**src/rtl/irq_ctrl_pkg.sv**
```systemverilog
package irq_ctrl_pkg;

    localparam int NL = 8;
    localparam int LW = $clog2(NL);
    localparam int DW = 8;

    typedef enum logic [1:0] {
        INIT_DONE,
        INIT_W2,
        INIT_W3,
        INIT_W4
    } init_st_e;

    typedef struct packed {
        logic          level_mode;
        logic          single_mode;
        logic          sfnm;
        logic          aeoi;
        logic          master;
        logic [DW-1:0] vec_base;
        logic [DW-1:0] cas_word;
    } ctrl_cfg_t;

    typedef struct packed {
        logic          valid;
        logic [LW-1:0] idx;
    } pick_t;

    // lowest set index wins
    function automatic pick_t pick_lowest(input logic [NL-1:0] v);
        pick_t p;
        p = '0;
        for (int i = NL - 1; i >= 0; i--) begin
            if (v[i]) begin
                p.valid = 1'b1;
                p.idx   = LW'(i);
            end
        end
        return p;
    endfunction

    function automatic logic [NL-1:0] onehot(input logic [LW-1:0] idx);
        return NL'(1) << idx;
    endfunction

    // lines allowed past the in-service barrier
    function automatic logic [NL-1:0] pass_mask(input logic [NL-1:0] isr,
                                                input logic nest);
        logic [NL-1:0] m;
        for (int i = 0; i < NL; i++) begin
            logic blk;
            blk = nest ? 1'b0 : isr[i];
            for (int j = 0; j < i; j++) blk = blk | isr[j];
            m[i] = ~blk;
        end
        return m;
    endfunction

endpackage

```
**src/rtl/irq_cmd_decode.sv**
```systemverilog
module irq_cmd_decode
    import irq_ctrl_pkg::*;
(
    input  logic          clk,
    input  logic          rst,
    input  logic          wr_en,
    input  logic          addr_odd,
    input  logic [DW-1:0] wr_data,
    output ctrl_cfg_t     cfg,
    output logic [NL-1:0] imr,
    output logic          sel_isr,
    output logic          smm,
    output logic          poll_req,
    output logic          eoi_ns,
    output logic          eoi_sp,
    output logic [LW-1:0] eoi_line,
    output logic          init_clr
);

    init_st_e st;
    logic     need_w4;
    logic     even_wr, odd_wr, ocw3_wr, ocw2_wr;

    assign even_wr  = wr_en & ~addr_odd;
    assign odd_wr   = wr_en & addr_odd;
    assign init_clr = even_wr & wr_data[4];
    assign ocw3_wr  = even_wr & (st == INIT_DONE) & (wr_data[4:3] == 2'b01);
    assign ocw2_wr  = even_wr & (st == INIT_DONE) & (wr_data[4:3] == 2'b00);

    assign poll_req = ocw3_wr & wr_data[2];
    assign eoi_ns   = ocw2_wr & wr_data[5] & ~wr_data[6];
    assign eoi_sp   = ocw2_wr & wr_data[5] & wr_data[6];
    assign eoi_line = wr_data[LW-1:0];

    always_ff @(posedge clk) begin
        if (rst) begin
            st      <= INIT_DONE;
            need_w4 <= 1'b0;
            cfg     <= '{level_mode: 1'b0, single_mode: 1'b1, sfnm: 1'b0,
                         aeoi: 1'b0, master: 1'b1, vec_base: '0, cas_word: '0};
            imr     <= '1;
            sel_isr <= 1'b0;
            smm     <= 1'b0;
        end else if (init_clr) begin
            st              <= INIT_W2;
            cfg.level_mode  <= wr_data[3];
            cfg.single_mode <= wr_data[1];
            need_w4         <= wr_data[0];
            cfg.sfnm        <= 1'b0;
            cfg.aeoi        <= 1'b0;
            cfg.master      <= 1'b1;
            imr             <= '1;
            sel_isr         <= 1'b0;
            smm             <= 1'b0;
        end else if (odd_wr) begin
            unique case (st)
                INIT_W2: begin
                    cfg.vec_base <= wr_data;
                    st <= !cfg.single_mode ? INIT_W3 :
                          (need_w4 ? INIT_W4 : INIT_DONE);
                end
                INIT_W3: begin
                    cfg.cas_word <= wr_data;
                    st <= need_w4 ? INIT_W4 : INIT_DONE;
                end
                INIT_W4: begin
                    cfg.sfnm   <= wr_data[4];
                    cfg.aeoi   <= wr_data[1];
                    cfg.master <= wr_data[3] ? wr_data[2] : 1'b1;
                    st         <= INIT_DONE;
                end
                default: imr <= wr_data;
            endcase
        end else if (ocw3_wr) begin
            if (wr_data[6]) smm <= wr_data[5];
            if (wr_data[1]) sel_isr <= wr_data[0];
        end
    end

    AST_INIT_MASKS_ALL: assert property (@(posedge clk) disable iff (rst)
        init_clr |=> (imr == '1) && !sel_isr && !smm);

    AST_SINGLE_SKIPS_W3: assert property (@(posedge clk) disable iff (rst)
        (odd_wr && !init_clr && st == INIT_W2 && cfg.single_mode && !need_w4)
        |=> st == INIT_DONE);

endmodule

```
**src/rtl/irq_req_capture.sv**
```systemverilog
module irq_req_capture
    import irq_ctrl_pkg::*;
(
    input  logic          clk,
    input  logic          rst,
    input  logic          level_mode,
    input  logic          flush,
    input  logic [NL-1:0] req_in,
    input  logic [NL-1:0] clr_lines,
    output logic [NL-1:0] irr
);

    logic [NL-1:0] req_q;

    always_ff @(posedge clk) begin
        if (rst) begin
            req_q <= '0;
            irr   <= '0;
        end else begin
            req_q <= req_in;
            if (flush)
                irr <= '0;
            else if (level_mode)
                irr <= req_in & ~clr_lines;
            else
                irr <= (irr | (req_in & ~req_q)) & ~clr_lines;
        end
    end

    AST_EDGE_HOLDS: assert property (@(posedge clk) disable iff (rst)
        (!level_mode && !flush)
        |=> (($past(irr) & ~$past(clr_lines) & ~irr) == '0));

    AST_LEVEL_FOLLOWS: assert property (@(posedge clk) disable iff (rst)
        (level_mode && !flush) |=> ((irr & ~$past(req_in)) == '0));

endmodule

```
**src/rtl/irq_prio_resolve.sv**
```systemverilog
module irq_prio_resolve
    import irq_ctrl_pkg::*;
(
    input  logic [NL-1:0] irr,
    input  logic [NL-1:0] isr,
    input  logic [NL-1:0] imr,
    input  logic          nest,
    input  logic          smm,
    output logic          irq,
    output pick_t         win
);

    logic [NL-1:0] elig, cand;

    always_comb begin
        elig = irr & ~imr;
        if (smm)
            cand = elig & ~isr;
        else
            cand = elig & pass_mask(isr, nest);
        win = pick_lowest(cand);
        irq = |cand;
    end

endmodule

```
**src/rtl/irq_prio_ctrl.sv**
```systemverilog
module irq_prio_ctrl
    import irq_ctrl_pkg::*;
(
    input  logic          clk,
    input  logic          rst,
    input  logic          wr_en,
    input  logic          rd_en,
    input  logic          addr_odd,
    input  logic [DW-1:0] wr_data,
    output logic [DW-1:0] rd_data,
    input  logic [NL-1:0] req_in,
    output logic          irq_out,
    input  logic          ack_in,
    input  logic [LW-1:0] cas_in,
    output logic [LW-1:0] cas_out,
    output logic          cas_oe
);

    ctrl_cfg_t     cfg;
    logic [NL-1:0] imr, irr, isr;
    logic          sel_isr, smm, poll_req, eoi_ns, eoi_sp, init_clr;
    logic [LW-1:0] eoi_line;
    pick_t         win;
    logic          irq_int;

    logic          ack_ph, poll_pend;
    logic [LW-1:0] ack_line;
    logic          slave_role, ack_hit, ack_first, ack_second, poll_take;
    logic          slave_line;
    logic [NL-1:0] isr_set, isr_clr;
    pick_t         isr_top;

    irq_cmd_decode u_dec (
        .clk(clk), .rst(rst), .wr_en(wr_en), .addr_odd(addr_odd),
        .wr_data(wr_data), .cfg(cfg), .imr(imr), .sel_isr(sel_isr),
        .smm(smm), .poll_req(poll_req), .eoi_ns(eoi_ns), .eoi_sp(eoi_sp),
        .eoi_line(eoi_line), .init_clr(init_clr)
    );

    irq_req_capture u_cap (
        .clk(clk), .rst(rst), .level_mode(cfg.level_mode), .flush(init_clr),
        .req_in(req_in), .clr_lines(isr_set), .irr(irr)
    );

    irq_prio_resolve u_res (
        .irr(irr), .isr(isr), .imr(imr), .nest(cfg.sfnm), .smm(smm),
        .irq(irq_int), .win(win)
    );

    assign slave_role = ~cfg.single_mode & ~cfg.master;
    assign ack_hit    = ack_in & (~slave_role | (cas_in == cfg.cas_word[LW-1:0]));
    assign ack_first  = ack_hit & ~ack_ph;
    assign ack_second = ack_hit & ack_ph;
    assign poll_take  = rd_en & ~addr_odd & poll_pend & ~ack_in;
    assign slave_line = ~cfg.single_mode & cfg.master & cfg.cas_word[ack_line];

    always_comb begin
        isr_set = '0;
        if ((ack_first || poll_take) && win.valid)
            isr_set = onehot(win.idx);
        isr_top = pick_lowest(isr);
        isr_clr = '0;
        if (eoi_ns && isr_top.valid) isr_clr = isr_clr | onehot(isr_top.idx);
        if (eoi_sp) isr_clr = isr_clr | onehot(eoi_line);
        if (ack_second && cfg.aeoi) isr_clr = isr_clr | onehot(ack_line);
    end

    always_ff @(posedge clk) begin
        if (rst) begin
            isr       <= '0;
            ack_ph    <= 1'b0;
            ack_line  <= '0;
            poll_pend <= 1'b0;
        end else if (init_clr) begin
            isr       <= '0;
            ack_ph    <= 1'b0;
            poll_pend <= 1'b0;
        end else begin
            isr <= (isr | isr_set) & ~isr_clr;
            if (ack_first) begin
                ack_ph   <= 1'b1;
                ack_line <= win.valid ? win.idx : LW'(NL - 1);
            end else if (ack_second) begin
                ack_ph <= 1'b0;
            end
            if (poll_req)
                poll_pend <= 1'b1;
            else if (poll_take)
                poll_pend <= 1'b0;
        end
    end

    assign irq_out = irq_int;
    assign cas_oe  = ack_ph & slave_line;
    assign cas_out = cas_oe ? ack_line : '0;

    always_comb begin
        if (ack_in)
            rd_data = (ack_second && !slave_line) ?
                      cfg.vec_base + DW'(ack_line) : '0;
        else if (addr_odd)
            rd_data = imr;
        else if (poll_pend)
            rd_data = {win.valid, {(DW-LW-1){1'b0}}, win.idx};
        else
            rd_data = sel_isr ? isr : irr;
    end

    AST_ACK_TO_ISR: assert property (@(posedge clk) disable iff (rst)
        (ack_first && win.valid && !wr_en) |=> isr[$past(win.idx)]);

    AST_IRQ_UNMASKED: assert property (@(posedge clk) disable iff (rst)
        irq_out |-> (|(irr & ~imr)));

    AST_AEOI_CLEARS: assert property (@(posedge clk) disable iff (rst)
        (ack_second && cfg.aeoi && !wr_en) |=> !isr[$past(ack_line)]);

    AST_SPEC_EOI: assert property (@(posedge clk) disable iff (rst)
        eoi_sp |=> !isr[$past(eoi_line)]);

    AST_SLAVE_IGNORES: assert property (@(posedge clk) disable iff (rst)
        (slave_role && ack_in && cas_in != cfg.cas_word[LW-1:0] && !wr_en && !rd_en)
        |=> $stable(isr));

endmodule

```
**config.mk**
```make
export PLATFORM = sky130hd
export DESIGN_NAME = irq_prio_ctrl
export DESIGN_NICKNAME = d
export VERILOG_FILES = /design/src/rtl/irq_ctrl_pkg.sv /design/src/rtl/irq_cmd_decode.sv /design/src/rtl/irq_req_capture.sv /design/src/rtl/irq_prio_resolve.sv /design/src/rtl/irq_prio_ctrl.sv
export SDC_FILE = /design/constraint.sdc
export NUM_CORES = 1
export LEC_CHECK = 0
export CAP_MARGIN = 20
export CORE_UTILIZATION = 41
export CTS_CLUSTER_SIZE = 24
export DETAILED_ROUTE_END_ITERATION = 10
export DONT_BUFFER_PORTS = 1
export SLEW_MARGIN = 40
export SYNTH_ARGS = -nofsm -noshare
export SYNTH_HDL_FRONTEND = slang
export SYNTH_SLANG_ARGS = --single-unit
```
**constraint.sdc**
```tcl
create_clock -name clk -period 2.64 [get_ports clk]
set_input_delay 0.528 -clock clk [delete_from_list [all_inputs] [get_ports clk]]
set_output_delay 0.528 -clock clk [all_outputs]
set_load 0.005 [all_outputs]
```
# ---- Word level (Yosys, flattened, before mapping)
# Index checks and enable logic that the tools add are counted.
dict set report word_totals {
  wordCells 187
  ramBits 0
  input_bits 25
  mem_count 0
  romBits 0
  register_bits 63
  latch_bits 0
}
dict set report op_classes {
  n_div 0
  mux 49
  shifts 4
  bitwise 83
  addsub 1
  magnitude_cmp 1
  reduce_logical 25
  n_mul 0
  n_eq_ne 5
}
# op n
set op_table {}
lappend op_table {{8-bit two-way mux} 11}
lappend op_table {{4-bit two-way mux} 16}
lappend op_table {{8-bit AND} 7}
lappend op_table {{8-bit inverter} 5}
lappend op_table {{8-bit bitwise OR} 4}
lappend op_table {{1-bit by 3-bit << shifter with 8-bit output, first input constant} 4}
lappend op_table {{1-bit bitwise OR} 29}
lappend op_table {{1-bit AND} 20}
lappend op_table {{1-bit inverter} 18}
lappend op_table {{1-bit two-way mux} 16}
lappend op_table {{3-bit AND reduction} 4}
lappend op_table {{2-bit AND reduction} 5}
lappend op_table {{8-bit by 3-bit adder with 8-bit output} 1}
lappend op_table {{8-bit OR reduction} 1}
lappend op_table {{3-bit two-way mux} 2}
lappend op_table {{2-bit case mux with 3 select lines} 1}
lappend op_table {{2-bit nonzero test} 3}
lappend op_table {{2-bit by 1-bit == test with 1-bit output, second input constant} 2}
lappend op_table {{2-bit == test, second input constant} 2}
lappend op_table {{1-bit logical AND} 4}
lappend op_table {{2-bit logical NOT} 2}
lappend op_table {{3-bit by 4-bit < comparator with 1-bit output, second input constant} 1}
lappend op_table {{2-bit two-way mux} 2}
lappend op_table {{4-bit nonzero test} 1}
lappend op_table {{7 further kinds} 7}

# ---- Depth between registers and ports, before layout
dict set report depth {
  depth_word 24
  mapped_depth 8
  mapped_depth_nobuf 7
}

# ---- Modules after synthesis
# A second synthesis with hierarchy kept.
dict set report hier_totals {
  hier_cells 457
  area_unflattened_um2 3837.4
}
# module area_per_inst_um2 seq_area_each_um2 n_inst cells_per_inst
set modules_own_cells {}
lappend modules_own_cells {irq_cmd_decode 1470.2 680.7 1 157}
lappend modules_own_cells {irq_prio_ctrl 1370.1 260.2 1 186}
lappend modules_own_cells {irq_req_capture 635.6 320.3 1 59}
lappend modules_own_cells {irq_prio_resolve 361.6 0.0 1 55}

# ---- Worst setup path after synthesis
# Ideal clock, no wire load.
dict set report synth_path {
  kind {reg2out}
  from {register ack_line[0]}
  to {output port rd_data[6]}
  path_buffers 1
  arrival_ns 1.901
  path_slack_ns 0.211
  path_stages_with_launch 7
  t_required_ns 2.112
  cell_sequence {dfxtp_1 > clkbuf_1 > mux4_2 > mux2_2 > nand3_1 > nand3_1 > o22ai_1}
}
dict set report synth_via {
  elab_chain_cells 7
  elab_cells_between_ends 8
  classes_between {1 x add/sub; 4 x mux; 1 x bitwise; 2 x reduce/logical}
}
# element line
set synth_rtl {}
lappend synth_rtl {{start, declared} irq_prio_ctrl.sv:27} ;# logic [LW-1:0] ack_line;
lappend synth_rtl {{start signal, assigned} irq_prio_ctrl.sv:82} ;# ack_line <= win.valid ? win.idx : LW'(NL - 1);
lappend synth_rtl {{1-bit binary-select mux with 3-bit select} irq_prio_ctrl.sv:55} ;# assign slave_line = ~cfg.single_mode & cfg.master & cfg.cas_word[ack_line];
lappend synth_rtl {{1-bit two-way mux (implied by the code)} irq_prio_ctrl.sv:55}
lappend synth_rtl {{1-bit AND} irq_prio_ctrl.sv:55}
lappend synth_rtl {{1-bit logical NOT} irq_prio_ctrl.sv:99} ;# rd_data = (ack_second && !slave_line) ?
lappend synth_rtl {{1-bit logical AND} irq_prio_ctrl.sv:99}
lappend synth_rtl {{8-bit two-way mux (*)} irq_prio_ctrl.sv:99}
lappend synth_rtl {{8-bit two-way mux (*)} irq_prio_ctrl.sv:98} ;# if (ack_in)
lappend synth_rtl {{end, declared} irq_prio_ctrl.sv:10} ;# output logic [DW-1:0] rd_data,
# Every way passes the cells marked *; elsewhere a longest branch is shown, timed or not. The select of a mux whose other input is x is not followed.

# ---- Worst setup path in the final report
dict set report layout_path {
  from {register u_dec.smm}
  to {output port rd_data[2]}
}
dict set report layout_via {
  elab_chain_cells 12
}
# element line
set layout_rtl {}
lappend layout_rtl {{start, declared} irq_cmd_decode.sv:12} ;# output logic smm,
lappend layout_rtl {{start signal, assigned} irq_cmd_decode.sv:75} ;# if (wr_data[6]) smm <= wr_data[5];
lappend layout_rtl {{8-bit two-way mux (*)} irq_prio_resolve.sv:17} ;# if (smm)
lappend layout_rtl {{4-bit two-way mux (7 in a row)} irq_ctrl_pkg.sv:34} ;# if (v[i]) begin
lappend layout_rtl {{4-bit two-way mux (*)} irq_ctrl_pkg.sv:34}
lappend layout_rtl {{8-bit two-way mux (*)} irq_prio_ctrl.sv:103} ;# else if (poll_pend)
lappend layout_rtl {{8-bit two-way mux (*)} irq_prio_ctrl.sv:101} ;# else if (addr_odd)
lappend layout_rtl {{8-bit two-way mux (*)} irq_prio_ctrl.sv:98}
# Every way passes the cells marked *; elsewhere a longest branch is shown, timed or not.

==> reports/metrics.cfg <==
[setup_path]
worst_r2r_endpoint = isr[4]
crit_path_max_fanout = 8
critPathArrivalTime_ps = 2060
crit_required_ps = 2110
r2r.worst_path.cells = 6
critPathCaptureType = primary output
cp_cell_sequence = nand2b_4, a2111oi_4, nor2_2, and2_1, a311oi_2, o32ai_2
critical-path-max-stage-delay_ps = 430
critical_path.startpoint_type = flip-flop
regToRegSetupSlack_ps = 540
crit_path_top_delay_cell = sky130_fd_sc_hd__a2111oi_4
launch_point_of_the_worst_reg_to_reg_path = u_dec.smm
critPathKind = flip-flop to primary output

[synth]
synth_cells = 444
yosys_warnings = 0
ys_dominant_reg_cell = sky130_fd_sc_hd__dfxtp_1
fraction_of_post_synthesis_cell_area_in_the_top_cell_type_by_area = 0.345
syn_area_um2 = 3650
number_of_distinct_library_cells_after_synthesis = 76
synth-edff-count = 0
synth-seq-cells = 63
synth_top_cells_by_count = sky130_fd_sc_hd__dfxtp_1 (63), sky130_fd_sc_hd__nand2_1 (63), sky130_fd_sc_hd__a21oi_1 (41), sky130_fd_sc_hd__nor2_1 (32), sky130_fd_sc_hd__clkbuf_1 (18)
synth_area_leaders = sky130_fd_sc_hd__dfxtp_1 (35%), sky130_fd_sc_hd__nand2_1 (6.5%), sky130_fd_sc_hd__a21oi_1 (5.6%)
synth_fp_nets = 473
seq_area_frac_synth = 0.345
synth_area_leader_cell = sky130_fd_sc_hd__dfxtp_1
ys_async_sr_fraction = 0
syn_area_per_cell_um2 = 8.22

[grt]
grt_start_max_net_pins = 34
overflow_left_after_global_routing = 0
grt_pass1_wl_mm = 17.1
grt_pass1_vias = 3125
groute.usage.overall = 0.253
number_of_antenna_violations_at_the_first_check_in_global_routing = 0

[placed_design]
place.detailed.hpwl_mm = 8.26
gpl.final_weighted_congestion = 0.881
io_buffer_count = 0

[clocking]
cts.htree.levels = 3
cts_hold_buf = 0
tritoncts_clock_tree = yes
clockRootBuffer = sky130_fd_sc_hd__clkbuf_8
clock_path_buffers = 2
clk_pin_slew_ps = 80
clock-sinks = 63
cts_made_buffers = 9
clk-insertion-delay-late_ps = 350

[sta]
final_max_slew_violation_count = 0
finalHoldViolCount = 0
fin_worst_skew_ps = 12.6
period_utilisation_layout = 0.979
rsz0062_at_grt = yes
setup_viol = 0
clock.fmax_ghz = 0.387
worst-slew-pin-transition_ps = 519
post_route_setup_tns_ps = 0
final_period_minus_worst_setup_slack_ps = 2590
maxSlewHeadroom = 0.649

[routing]
drtPass1Iterations = 5
ant_nets = 0
dr_total_vias = 3364
drt_drc = 0
totalWireLength_mm = 11.3
viasPerCell = 6.02
routedWlPerCell_um = 20.2
drt_first_iter_violations = 254

[floorplan]
die-area_um2 = 9290
std_cell_core_area_um2 = 8680
floorplan.rows = 34
floorplan.die.height_um = 96.4
die-width_um = 96.4
io_pins = 38
start_util = 0.421

[min_path]
worst_hold_startpoint = rst
hold-path-cell-count = 1
hold_end = u_cap.req_q[7]
hold_path_class = primary input to flip-flop

[layout]
nNetsFinal = 475
fin_util = 0.480
layout-drive-gt1-share = 0.208
areaGrowthSynthToFinish_pct = 14.1
antennaDiodeCount = 0

[run]
maxCapViolations = 0

[power]
power_per_cell_area_nw_per_um2 = 549
power_leakage_nw = 1.55
peakVddDrop_mv = 0.224

[run_status]
run_status = complete, no violations

## flip-flops by register name, summed over array words and instances, names as in the netlist
register	cells
u_dec.st	2
ack_line	3
ack_ph	1
u_cap.irr	8
poll_pend	1
u_dec.need_w4	1
u_dec.imr	8
u_cap.req_q	8
isr	8
u_dec.smm	1
u_dec.sel_isr	1
u_dec.cfg	21
## cell type report
| cell class | instances | area (µm²) |
|---|---|---|
| Inverter | 18 | 67.6 |
| Tap cell | 108 | 135 |
| Sequential cell | 63 | 1270 |
| Clock buffer | 10 | 138 |
| Fill cell | 904 | 4510 |
| Multi-Input combinational cell | 336 | 2320 |
| Timing Repair Buffer | 18 | 139 |
| Clock inverter | 6 | 91.3 |
## what timing repair did
action                     4_1_cts  5_1_grt
resized for setup               20       22
setup endpoints to repair        8        9
pin swaps                        7        4
buffers inserted                 4        0
cloned                           0        1
## cell usage in the layout (no fill, tap or decap), types with 3 or more instances in the layout
| cell type | netlist | layout |
|---|---|---|
| sky130_fd_sc_hd__nand2_1 | 63 | 63 |
| sky130_fd_sc_hd__a21boi_0 | 7 | 7 |
| sky130_fd_sc_hd__mux2_2 | 5 | 5 |
| sky130_fd_sc_hd__inv_1 | 17 | 17 |
| sky130_fd_sc_hd__o21ai_0 | 11 | 10 |
| sky130_fd_sc_hd__and3_1 | 6 | 6 |
| sky130_fd_sc_hd__o221a_1 | 4 | 4 |
| sky130_fd_sc_hd__nor2_1 | 32 | 31 |
| sky130_fd_sc_hd__nor3_1 | 15 | 15 |
| sky130_fd_sc_hd__nand2b_1 | 10 | 10 |
| sky130_fd_sc_hd__a21oi_1 | 41 | 36 |
| sky130_fd_sc_hd__and2_1 | 6 | 6 |
| sky130_fd_sc_hd__dfxtp_1 | 63 | 56 |
| sky130_fd_sc_hd__nor2b_1 | 16 | 14 |
| sky130_fd_sc_hd__o211ai_1 | 5 | 5 |
| sky130_fd_sc_hd__mux2i_1 | 10 | 10 |
| sky130_fd_sc_hd__a21oi_2 | 0 | 5 |
| sky130_fd_sc_hd__nand3_1 | 15 | 12 |
| sky130_fd_sc_hd__nor3b_1 | 4 | 3 |
| sky130_fd_sc_hd__a311oi_1 | 6 | 5 |
| sky130_fd_sc_hd__buf_4 | 1 | 17 |
| sky130_fd_sc_hd__a22oi_1 | 4 | 4 |
| sky130_fd_sc_hd__xnor2_1 | 7 | 7 |
| sky130_fd_sc_hd__clkbuf_8 | 3 | 10 |
| sky130_fd_sc_hd__o22ai_2 | 0 | 4 |
| sky130_fd_sc_hd__dfxtp_2 | 0 | 5 |
## routing by layer
metal  wire length, µm  vias up  part of all wire  track usage
met2              5150      136              0.46        0.389
met4               222        0             0.020       0.0919
li1                  -     1593                 -            -
met5                 0        -                 0            0
met1              5200     1616              0.46        0.341
met3               720       19             0.064       0.0608
## report_power, final
| group | total [W] | leakage (nW) | switching, W | internal (W) |
|---|---|---|---|---|
| clock | 0.000989 | 0.117 | 0.000425 | 0.000564 |
| sequential | 0.00103 | 0.519 | 0.0000405 | 0.000987 |
| combinational | 0.000270 | 0.916 | 0.000147 | 0.000123 |
## worst max-delay path, delay by kind of cell, from the launching register on
kind / cells / cell delay, ps
simple gates: 3 / 480
flops: 1 / 370
compound gates: 3 / 850
## cells by family after synthesis
family,synth area share
buffers and inverters,0.0655
xor gates and xnor gates,0.0240
DFF,0.345
and+or+nand+nor,0.267
adders and majority gates,0.0158
muxes,0.0552
AOI/OAI and AO/OA,0.227
## how the worst max path moves through the flow
stage / from / endpoint / slack, ps / cells after the start
after floorplan: ack_line[0] / rd_data[6] / 210 / 6
after CTS: u_dec.smm / rd_data[2] / 5 / 6
after global placement: isr[0] / rd_data[2] / 180 / 6
after global routing: u_dec.smm / rd_data[2] / -60 / 6
after detailed placement: isr[0] / rd_data[2] / 100 / 6
final: u_dec.smm / rd_data[2] / 50 / 6
## per-stage QoR
stage	std cells	area, µm²	setup WS [ps]	hold WS [ps]	total power (W)
finish	559	4170	54.6	239	0.00229
CTS	558	4070	4.70	233	0.00229
global route	559	4170	-56.1	224	0.00237
global placement	538	3720	180	439	0.00128
floorplan	444	3650	211	433	0.00123
detailed placement	538	3720	100	446	0.00129
Power figures use the tool's default switching activity.
